--- config.mk ---
export PLATFORM = sky130hd
export DESIGN_NAME = bias_spi_ctrl
export DESIGN_NICKNAME = d
export VERILOG_FILES = /design/src/rtl/bias_ctrl_pkg.sv /design/src/rtl/bias_sync.sv /design/src/rtl/bias_frame_rx.sv /design/src/rtl/bias_setpoint.sv /design/src/rtl/bias_ilim_flag.sv /design/src/rtl/bias_spi_ctrl.sv
export SDC_FILE = /design/constraint.sdc
export NUM_CORES = 1
export LEC_CHECK = 0
export BUFFER_PORTS_ARGS = -buffer_cell sky130_fd_sc_hd__buf_2
export CAP_MARGIN = 15
export CORE_MARGIN = 2
export CORE_UTILIZATION = 50
export CTS_CLUSTER_SIZE = 14
export DETAILED_ROUTE_END_ITERATION = 10
export HOLD_SLACK_MARGIN = 0.02
export PLACE_DENSITY = 0.68
export SLEW_MARGIN = 20
export SYNTH_ARGS = -nofsm -noshare
export SYNTH_HDL_FRONTEND = slang
export SYNTH_SLANG_ARGS = --single-unit
--- constraint.sdc ---
create_clock -name clk_i -period 2.2 [get_ports clk_i]
set_clock_uncertainty 0.2 [all_clocks]
set_input_delay 0.33 -clock clk_i [delete_from_list [all_inputs] [get_ports clk_i]]
set_output_delay 0.33 -clock clk_i [all_outputs]
set_load 0.05 [all_outputs]
--- src/rtl/bias_ctrl_pkg.sv ---
package bias_ctrl_pkg;
  typedef enum int unsigned {
    SI_CS   = 0,
    SI_SCLK = 1,
    SI_SDI  = 2,
    SI_ILIM = 3
  } sync_idx_e;
  localparam int unsigned SYNC_LANES = 4;
  // idle levels: cs high, others low
  localparam logic [SYNC_LANES-1:0] SYNC_IDLE = 4'b0001;
endpackage

--- src/rtl/bias_sync.sv ---
module bias_sync #(
  parameter int unsigned W = 4,
  parameter int unsigned STAGES = 2,
  parameter logic [W-1:0] RST_VAL = '0
) (
  input  logic         clk_i,
  input  logic         rst_ni,
  input  logic [W-1:0] d_i,
  output logic [W-1:0] q_o
);
  logic [W-1:0] stage_q [STAGES];

  for (genvar s = 0; s < STAGES; s++) begin : g_stage
    always_ff @(posedge clk_i or negedge rst_ni) begin
      if (!rst_ni) stage_q[s] <= RST_VAL;
      else if (s == 0) stage_q[s] <= d_i;
      else stage_q[s] <= stage_q[(s == 0) ? 0 : s-1];
    end
  end

  assign q_o = stage_q[STAGES-1];
endmodule

--- src/rtl/bias_frame_rx.sv ---
module bias_frame_rx #(
  parameter int unsigned CODE_W = 8
) (
  input  logic              clk_i,
  input  logic              rst_ni,
  input  logic              cs_n_s_i,
  input  logic              sclk_s_i,
  input  logic              sdi_s_i,
  output logic              load_o,
  output logic [CODE_W-1:0] code_o
);
  localparam int unsigned CNT_W = $clog2(CODE_W + 2);
  localparam logic [CNT_W-1:0] CNT_FULL = CNT_W'(CODE_W);
  localparam logic [CNT_W-1:0] CNT_SAT  = CNT_W'(CODE_W + 1);

  logic              cs_q, sclk_q;
  logic [CNT_W-1:0]  cnt_q;
  logic [CODE_W-1:0] shreg_q;
  logic              cs_rise, cs_fall, sclk_rise;

  assign cs_rise   = cs_n_s_i & ~cs_q;
  assign cs_fall   = ~cs_n_s_i & cs_q;
  assign sclk_rise = sclk_s_i & ~sclk_q & ~cs_n_s_i;

  always_ff @(posedge clk_i or negedge rst_ni) begin
    if (!rst_ni) begin
      cs_q    <= 1'b1;
      sclk_q  <= 1'b0;
      cnt_q   <= '0;
      shreg_q <= '0;
    end else begin
      cs_q   <= cs_n_s_i;
      sclk_q <= sclk_s_i;
      if (cs_fall || cs_rise) begin
        cnt_q <= '0;
      end else if (sclk_rise) begin
        shreg_q <= {shreg_q[CODE_W-2:0], sdi_s_i};
        if (cnt_q != CNT_SAT) cnt_q <= cnt_q + 1'b1;
      end
    end
  end

  assign load_o = cs_rise && (cnt_q == CNT_FULL);
  assign code_o = shreg_q;
endmodule

--- src/rtl/bias_setpoint.sv ---
module bias_setpoint #(
  parameter int unsigned CODE_W = 8
) (
  input  logic              clk_i,
  input  logic              rst_ni,
  input  logic              load_i,
  input  logic [CODE_W-1:0] code_i,
  input  logic              uvlo_i,
  output logic [CODE_W-1:0] dac_code_o,
  output logic              conv_en_o,
  output logic              comp_dis_o
);
  logic [CODE_W-1:0] code_q;
  logic              en_q;

  always_ff @(posedge clk_i or negedge rst_ni) begin
    if (!rst_ni) begin
      code_q <= '1;
      en_q   <= 1'b0;
    end else begin
      if (load_i) code_q <= code_i;
      en_q <= (code_q != '0) && !uvlo_i;
    end
  end

  assign dac_code_o = code_q;
  assign conv_en_o  = en_q;
  assign comp_dis_o = ~en_q;
endmodule

--- src/rtl/bias_ilim_flag.sv ---
module bias_ilim_flag (
  input  logic clk_i,
  input  logic rst_ni,
  input  logic ilim_s_i,
  input  logic tick_i,
  output logic ilim_n_o
);
  logic flag_q;

  always_ff @(posedge clk_i or negedge rst_ni) begin
    if (!rst_ni) flag_q <= 1'b1;
    else if (tick_i) flag_q <= ~ilim_s_i;
  end

  assign ilim_n_o = flag_q;
endmodule

--- src/rtl/bias_spi_ctrl.sv ---
module bias_spi_ctrl
  import bias_ctrl_pkg::*;
#(
  parameter int unsigned CODE_W = 8,
  parameter int unsigned SYNC_STAGES = 2
) (
  input  logic              clk_i,
  input  logic              rst_ni,
  input  logic              cs_ni,
  input  logic              sclk_i,
  input  logic              sdi_i,
  input  logic              ilim_raw_i,
  input  logic              osc_tick_i,
  input  logic              uvlo_i,
  output logic [CODE_W-1:0] dac_code_o,
  output logic              conv_en_o,
  output logic              comp_dis_o,
  output logic              ilim_n_o
);
  logic [SYNC_LANES-1:0] raw_in, syn;
  logic                  load;
  logic [CODE_W-1:0]     rx_code;

  always_comb begin
    raw_in          = '0;
    raw_in[SI_CS]   = cs_ni;
    raw_in[SI_SCLK] = sclk_i;
    raw_in[SI_SDI]  = sdi_i;
    raw_in[SI_ILIM] = ilim_raw_i;
  end

  bias_sync #(.W(SYNC_LANES), .STAGES(SYNC_STAGES), .RST_VAL(SYNC_IDLE)) u_sync (
    .clk_i(clk_i), .rst_ni(rst_ni), .d_i(raw_in), .q_o(syn)
  );

  bias_frame_rx #(.CODE_W(CODE_W)) u_rx (
    .clk_i(clk_i), .rst_ni(rst_ni),
    .cs_n_s_i(syn[SI_CS]), .sclk_s_i(syn[SI_SCLK]), .sdi_s_i(syn[SI_SDI]),
    .load_o(load), .code_o(rx_code)
  );

  bias_setpoint #(.CODE_W(CODE_W)) u_sp (
    .clk_i(clk_i), .rst_ni(rst_ni), .load_i(load), .code_i(rx_code),
    .uvlo_i(uvlo_i), .dac_code_o(dac_code_o),
    .conv_en_o(conv_en_o), .comp_dis_o(comp_dis_o)
  );

  bias_ilim_flag u_flag (
    .clk_i(clk_i), .rst_ni(rst_ni), .ilim_s_i(syn[SI_ILIM]),
    .tick_i(osc_tick_i), .ilim_n_o(ilim_n_o)
  );
endmodule

# After elaboration in Yosys (flattened, before gate mapping)
# Cells that the tools add are included.
# Widths: inputs -> output; s select.
dict set report word_totals {
  regBits 32
  inputBits 8
  out_inout_bits 11
}
dict set report classes {
  add_sub_neg 1
  eq_ne 2
  mux 3
  n_bitwise 10
  n_reduce_logical 9
}
# cell count
set op_table {}
lappend op_table {{$mux 4} 3}
lappend op_table {{$reduce_bool 8->1} 1}
lappend op_table {{$not 1->1} 6}
lappend op_table {{$add 4x1->4 const B} 1}
lappend op_table {{$and 1x1->1} 4}
lappend op_table {{$eq 4x4->1 const B} 1}
lappend op_table {{$ne 4x4->1 const B} 1}
lappend op_table {{$reduce_and 2->1} 2}
lappend op_table {{$reduce_bool 2->1} 2}
lappend op_table {{$logic_and 1x1->1} 2}
lappend op_table {{$logic_not 1->1} 1}
lappend op_table {{$logic_or 1x1->1} 1}

# Longest topological paths before layout
# Gate-level depths: netlist (run 1).
dict set report logic_depth {
  word_depth 5
  ltp_mapped 6
}

# By module
# A second synthesis (run 1) with hierarchy kept.
dict set report hier_totals {
  hier_cells 86
  area_unflattened_um2 1353.8
}
# module n_inst cells_each area_per_inst_um2 seq_area_each_um2
set by_module_without_submodules {}
lappend by_module_without_submodules {bias_frame_rx 1 49 693.2 351.6}
lappend by_module_without_submodules {bias_setpoint 1 22 387.9 235.2}
lappend by_module_without_submodules {bias_sync 1 12 232.7 202.7}
lappend by_module_without_submodules {bias_ilim_flag 1 3 40.0 26.3}

# Worst setup path after synthesis (run 1)
# No wires, ideal clock.
dict set report synth_timing {
  path_type {reg2reg}
  startpoint {register u_rx.cs_q}
  endpoint {register u_rx.shreg_q[0], in the netlist u_rx.code_o[0]}
  setup_ns 0.125
  arrival_time_ns 1.511
  t_required_ns 1.875
  slack_ns 0.364
  path_stages_with_launch 7
  synth_period_minus_slack_ns 1.836
  cell_sequence {dfstp_2 > inv_1 > ha_1 > clkbuf_2 > and2_4 > buf_12 > mux2_4}
}
dict set report synth_via {
  elab_chain_len 5
}
# item line_no
set synth_rtl {}
lappend synth_rtl {{start: declaration} bias_frame_rx.sv:16} ;# logic cs_q, sclk_q;
lappend synth_rtl {{start signal: assignment} bias_frame_rx.sv:32} ;# cs_q <= cs_n_s_i;
lappend synth_rtl {{$not 1->1} bias_frame_rx.sv:21} ;# assign cs_rise = cs_n_s_i & ~cs_q;
lappend synth_rtl {{$and 1x1->1} bias_frame_rx.sv:21}
lappend synth_rtl {{$logic_or 1x1->1 *} bias_frame_rx.sv:34} ;# if (cs_fall || cs_rise) begin
lappend synth_rtl {{$not 1->1 (no line) *} -}
lappend synth_rtl {{$reduce_and 2->1 (no line) *} -}
lappend synth_rtl {{end signal: assignment} bias_frame_rx.sv:37} ;# shreg_q <= {shreg_q[CODE_W-2:0], sdi_s_i};
lappend synth_rtl {{end: declaration} bias_frame_rx.sv:18} ;# logic [CODE_W-1:0] shreg_q;
# Mark *: on every way between the ends. The rest lies on a longest branch, timed or not.
# A chain may end at the register's enable or synchronous reset.

# Final worst setup path (run 1)
dict set report layout_timing {
  startpoint {register u_rx.cs_q}
  endpoint {register u_rx.shreg_q[6], in the netlist u_rx.code_o[6]}
}
# Same word-level chain as after synthesis.

==> results of run 1 <==
[path summary, 6_finish.rpt]
path | startpoint | end | slack, ns | cells past startpoint
max | u_rx.cs_q$_DFF_PN1_ | u_rx.code_o[6]$_DFFE_PN0P_ | 0.32 | 4
min | u_sync.stage_q[6]$_DFF_PN0_ | u_sync.q_o[2]$_DFF_PN0_ | 0.15 | 0
max reg2reg | u_rx.cs_q$_DFF_PN1_ | u_rx.code_o[6]$_DFFE_PN0P_ | 0.32 | 4
min reg2reg | u_sync.stage_q[6]$_DFF_PN0_ | u_sync.q_o[2]$_DFF_PN0_ | 0.15 | 0
max in group asynchronous | rst_ni | u_sync.q_o[1]$_DFF_PN0_ | 0.99 | 2
min in group asynchronous | rst_ni | u_rx.code_o[1]$_DFFE_PN0P_ | 0.36 | 2
[timing repair]
action                                 CTS  global route
hold buffers                             7             0
resized for setup                        0             0
setup endpoints to repair                0             0
endpoints found under the hold margin   26             0
[where the power goes]
part           switching [mW]  internal [mW]  total (mW)
Clock                   0.188          0.124       0.312
Combinational          0.0438         0.0781       0.122
Sequential             0.0406          0.644       0.685
[sequential cells by signal (all words and copies together), names as in the netlist]
register / cells
u_sp.dac_code_o: 8
u_sync.q_o: 4
u_sp.conv_en_o: 1
u_rx.code_o: 8
u_rx.cnt_q: 4
u_rx.sclk_q: 1
u_rx.cs_q: 1
u_flag.ilim_n_o: 1
u_sync.stage_q: 4
[worst max-delay path, stage by stage (launching register included)]
cell	delay [ns]
dfstp_2	0.52
inv_1	0.04
ha_1	0.42
and2_4	0.29
mux2_4	0.31
[cell type report]
cell class / instances / share of cell area [%]
Tap cell: 30 / 2.49
Clock inverter: 1 / 0.331
Multi-Input combinational cell: 43 / 28.3
Clock buffer: 7 / 2.98
Inverter: 5 / 1.24
Timing Repair Buffer: 25 / 10.6
Sequential cell: 32 / 54.0
[per-layer routing]
metal	share of wire, %	up-vias	GRT usage, %	wire (um)
met4	2.2	0	10.0	42
met5	0	-	0	0
met1	49	352	19.0	920
li1	-	339	-	-
met2	43	17	21.8	805
met3	5.2	6	6.56	98
[metrics by stage]
stage | cells | cell area [um^2]
2_1_floorplan | 82 | 1290
3_3_place_gp | 128 | 1390
6_report | 143 | 1510
4_1_cts | 143 | 1510
3_5_place_dp | 128 | 1390
5_1_grt | 143 | 1510
[logic make-up after synthesis]
group | count (synthesis)
compound gates | 2
flops | 32
buf+inv | 7
simple gates | 16
fa+ha+maj | 4
mux | 21
[layout by cell type, fill, tap and decap left out, drive strengths merged]
master | netlist | routed
and2 | 1 | 1
o21a | 1 | 1
mux2i | 5 | 5
a21oi | 1 | 1
dfrtp | 20 | 20
clkinv | 0 | 1
ha | 4 | 4
nor3b | 1 | 1
clkbuf | 1 | 7
nand2b | 1 | 1
nand4b | 1 | 1
nor4 | 2 | 2
nand4 | 1 | 1
nand3b | 1 | 1
inv | 5 | 5
dlygate4sd3 | 0 | 7
dfstp | 12 | 12
nand2 | 8 | 8
buf | 1 | 18
mux2 | 16 | 16
==> results_dict.tcl, run 1 <==
set metrics [dict create \
    drc 0 \
    netlist.area_leader.share_pct 38.9 \
    cts_root_buffer "clkbuf_4" \
    grt_pass1_wl_mm 3.00 \
    finalCoreUtilization_pct 61.5 \
    wirelength_mm 1.87 \
    worstPathArrival_ns 1.90 \
    area_delta_synth_final_pct 17.3 \
    synthMuxAreaShare_pct 20.2 \
    cts_buffers 5 \
    crit_required_ns 2.22 \
    synth_edf_count 0 \
    outcome "finished, final reports clean" \
    setup_tns_ns 0 \
    layout_setup_ws_ns 0.316 \
    initial_utilization_pct 52.4 \
    portBuffers 18 \
    multi_input_area_um2 428 \
    hold_class "reg2reg" \
    setup_viol 0 \
    min_period_ns 1.88 \
    dpl.hpwl_mm 1.24 \
    grt_setup_unrepaired "no" \
    synth_top_area_cell "dfrtp_1" \
    htreeDepth 2 \
    wire_per_inst_um 13.1 \
    grt_usage_pct 15.4 \
    drtIter0Drc 4 \
    yosysWarnings 0 \
    finalCritPeriodShare_pct 85.6 \
    worst_ir_drop_vdd_mv 0.584 \
    synthCells 82 \
    place_congestion 0.749 \
    crit_type "reg2reg" \
    synthFlopType "dfrtp_1" \
    register_area_um2 816 \
    fmax_mhz 531 \
    async_reset_ff_share_pct 100 \
    firstDrtPassIters 3 \
    core_mm2 0.00245 \
    yosysMostFrequentCell "dfrtp_1" \
    grt_antenna_before_repair 0 \
    synthAdderAreaFrac_pct 3.89 \
    grt_max_degree 33 \
    io_pins 19 \
    via_count 714 \
    synth-compound-area-share_pct 0.972 \
    grt_pass1_vias 669 \
    synthesis.area_mm2 0.00129 \
    cts_max_path_buffers 2 \
    worst_pin_slew_ns 0.670 \
    chipWidth_um 54.7 \
    cts_tree "yes" \
    yosys.area_share.simple_pct 8.16 \
    final.fill_count 188 \
    ys_types 19 \
    slew_headroom_pct 55.3 \
    endpoint_kind "flip-flop" \
    p_leak_nw 0.735 \
    ant_nets 0 \
    die_area_mm2 0.00300 \
    drive_above_1_share_pct 48.7 \
    synth_top_family_by_area "multiplexers" \
    maxCapViolations 0 \
    num_antenna_cells 0 \
    synth_nets 94 \
    worst-path-max-fanout 9 \
    synthXorXnorAreaFrac_pct 0 \
    holdWs_ns 0.153 \
    die_h_um 54.7 \
    cts_sinks 32 \
    totalPowerFinal_mw 1.12 \
    clock_latency_ns 0.33 \
    avgSynthCellArea_um2 15.7 \
    synth-seq-cells 32 \
    overflow 0 \
    seq_area_frac_synth_pct 63.4 \
    drv_slew 0 \
    synthTopCellsByCount "dfrtp_1 (20), dfstp_2 (12), mux2_2 (8), mux2_4 (8), nand2_1 (8)" \
    path_clk_slew_ns 0.09 \
    post_cts_buffers 0 \
    place_ws_ns 0.315 \
    synth_area_leaders "dfrtp_1 (39%), dfstp_2 (24%), mux2_4 (9.3%), mux2_2 (7.0%), ha_1 (3.9%)" \
    final_net_count 124 \
    hold_violations 0 \
    cp-start-kind "flip-flop" \
    power_density_mw_per_mm2 741 \
    via_per_inst 4.99 \
    rows 18 \
]
(Power assumes the default switching activity.)
==> run 2: changes to the inputs <==
MAX_ROUTING_LAYER = met4   (was unset)
==> results_dict.tcl, run 2 (synthesis results as in run 1) <==
set metrics [dict create \
    outcome "finished, final reports clean" \
    finalCoreUtilization_pct 61.5 \
    cts_tree "yes" \
    power_density_mw_per_mm2 743 \
    worst_pin_slew_ns 0.684 \
    post_cts_buffers 0 \
    cts_buffers 5 \
    layout_common_cells "dfrtp_1 (20), buf_2 (18), dfstp_2 (12)" \
    instances_no_fill 143 \
    crit_required_ns 2.22 \
    dpl.hpwl_mm 1.24 \
    die_area_mm2 0.00300 \
    cts_sinks 32 \
    worstPathArrival_ns 1.90 \
    hold_class "reg2reg" \
    htreeDepth 2 \
    grt_pass1_wl_mm 3.01 \
    drive_above_1_share_pct 48.7 \
    fmax_mhz 531 \
    ant_nets 0 \
    core_mm2 0.00245 \
    initial_utilization_pct 52.4 \
    worst_ir_drop_vdd_mv 0.584 \
    grt_setup_unrepaired "no" \
    grt_antenna_before_repair 0 \
    place_congestion 0.759 \
    drc 0 \
    path_clk_slew_ns 0.09 \
    via_count 710 \
    final.fill_count 188 \
    setup_tns_ns 0 \
    endpoint_kind "flip-flop" \
    num_antenna_cells 0 \
    path_cells "inv_1 -> ha_1 -> and2_4 -> mux2_4" \
    cp_slowest_cell "dfstp_2" \
    finalCritPeriodShare_pct 85.6 \
    crit_type "reg2reg" \
    cp-start-kind "flip-flop" \
    chipWidth_um 54.7 \
    setup_viol 0 \
    cts_root_buffer "clkbuf_4" \
    cts_max_path_buffers 2 \
    clock_latency_ns 0.33 \
    overflow 0 \
    maxCapViolations 0 \
    register_area_um2 816 \
    final_net_count 124 \
    firstDrtPassIters 3 \
    layout_commonest_cell "dfrtp_1" \
    via_per_inst 4.97 \
    drv_slew 0 \
    wire_per_inst_um 13.1 \
    drtIter0Drc 7 \
    multi_input_area_um2 428 \
    hold_violations 0 \
    critPathMaxStageDelay_ns 0.52 \
    min_period_ns 1.88 \
    placed_cells 128 \
    io_pins 19 \
    portBuffers 18 \
    wirelength_mm 1.88 \
    slew_headroom_pct 54.4 \
    cp_top_family "flip-flops" \
    grt_usage_pct 15.8 \
    p_leak_nw 0.735 \
    worst-path-max-fanout 9 \
    area_delta_synth_final_pct 17.3 \
    grt_pass1_vias 669 \
    totalPowerFinal_mw 1.12 \
    die_h_um 54.7 \
    cp.buffers_inverters 1 \
    rows 18 \
    grt_max_degree 33 \
]
==> run 2: cell counts in the layout (fill, tap and decap cells not counted) <==
Identical to the previous run, type by type.
==> run 2: power by group <==
| group | internal [mW] | switching, mW |
|---|---|---|
| clock network | 0.124 | 0.191 |
| logic | 0.0781 | 0.0439 |
| registers | 0.644 | 0.0407 |
==> run 2: worst paths after layout <==
| check | start | end | slack (ns) | depth (start not counted) |
|---|---|---|---|---|
| max in group asynchronous | rst_ni | u_sync.q_o[1]$_DFF_PN0_ | 0.98 | 2 |
| worst min-delay path | u_sync.stage_q[6]$_DFF_PN0_ | u_sync.q_o[2]$_DFF_PN0_ | 0.15 | 0 |
| worst max register to register | u_rx.cs_q$_DFF_PN1_ | u_rx.code_o[6]$_DFFE_PN0P_ | 0.32 | 4 |
| worst max-delay path | u_rx.cs_q$_DFF_PN1_ | u_rx.code_o[6]$_DFFE_PN0P_ | 0.32 | 4 |
| worst min register to register | u_sync.stage_q[6]$_DFF_PN0_ | u_sync.q_o[2]$_DFF_PN0_ | 0.15 | 0 |
| min in group asynchronous | rst_ni | u_rx.code_o[2]$_DFFE_PN0P_ | 0.37 | 2 |
==> run 2: routing by layer <==
layer	global-route usage (%)	part of all wire [%]
met1	18.7	51
met3	6.56	5.2
met5	-	0
met2	22.0	42
met4	10.0	2.2
==> run 2: area by class of cell <==
class                           count  share of cell area [%]
Sequential cell                    32                    54.0
Inverter                            5                    1.24
Multi-Input combinational cell     43                    28.3
Tap cell                           30                    2.49
Timing Repair Buffer               25                    10.6
Clock inverter                      1                   0.331
Clock buffer                        7                    2.98
==> run 2: stage by stage <==
step / setup slack, ns / hold slack [ns] / instance area [um^2]
6_report: 0.316 / 0.152 / 1510
3_3_place_gp: 0.363 / 0.134 / 1390
2_1_floorplan: 0.364 / -0.166 / 1290
3_5_place_dp: 0.315 / 0.135 / 1390
5_1_grt: 0.244 / 0.160 / 1510
4_1_cts: 0.310 / 0.155 / 1510
==> run 2: timing repair <==
action | in CTS | in global routing
resized for setup | 0 | 0
hold buffers | 7 | 0
hold endpoints to repair | 26 | 0
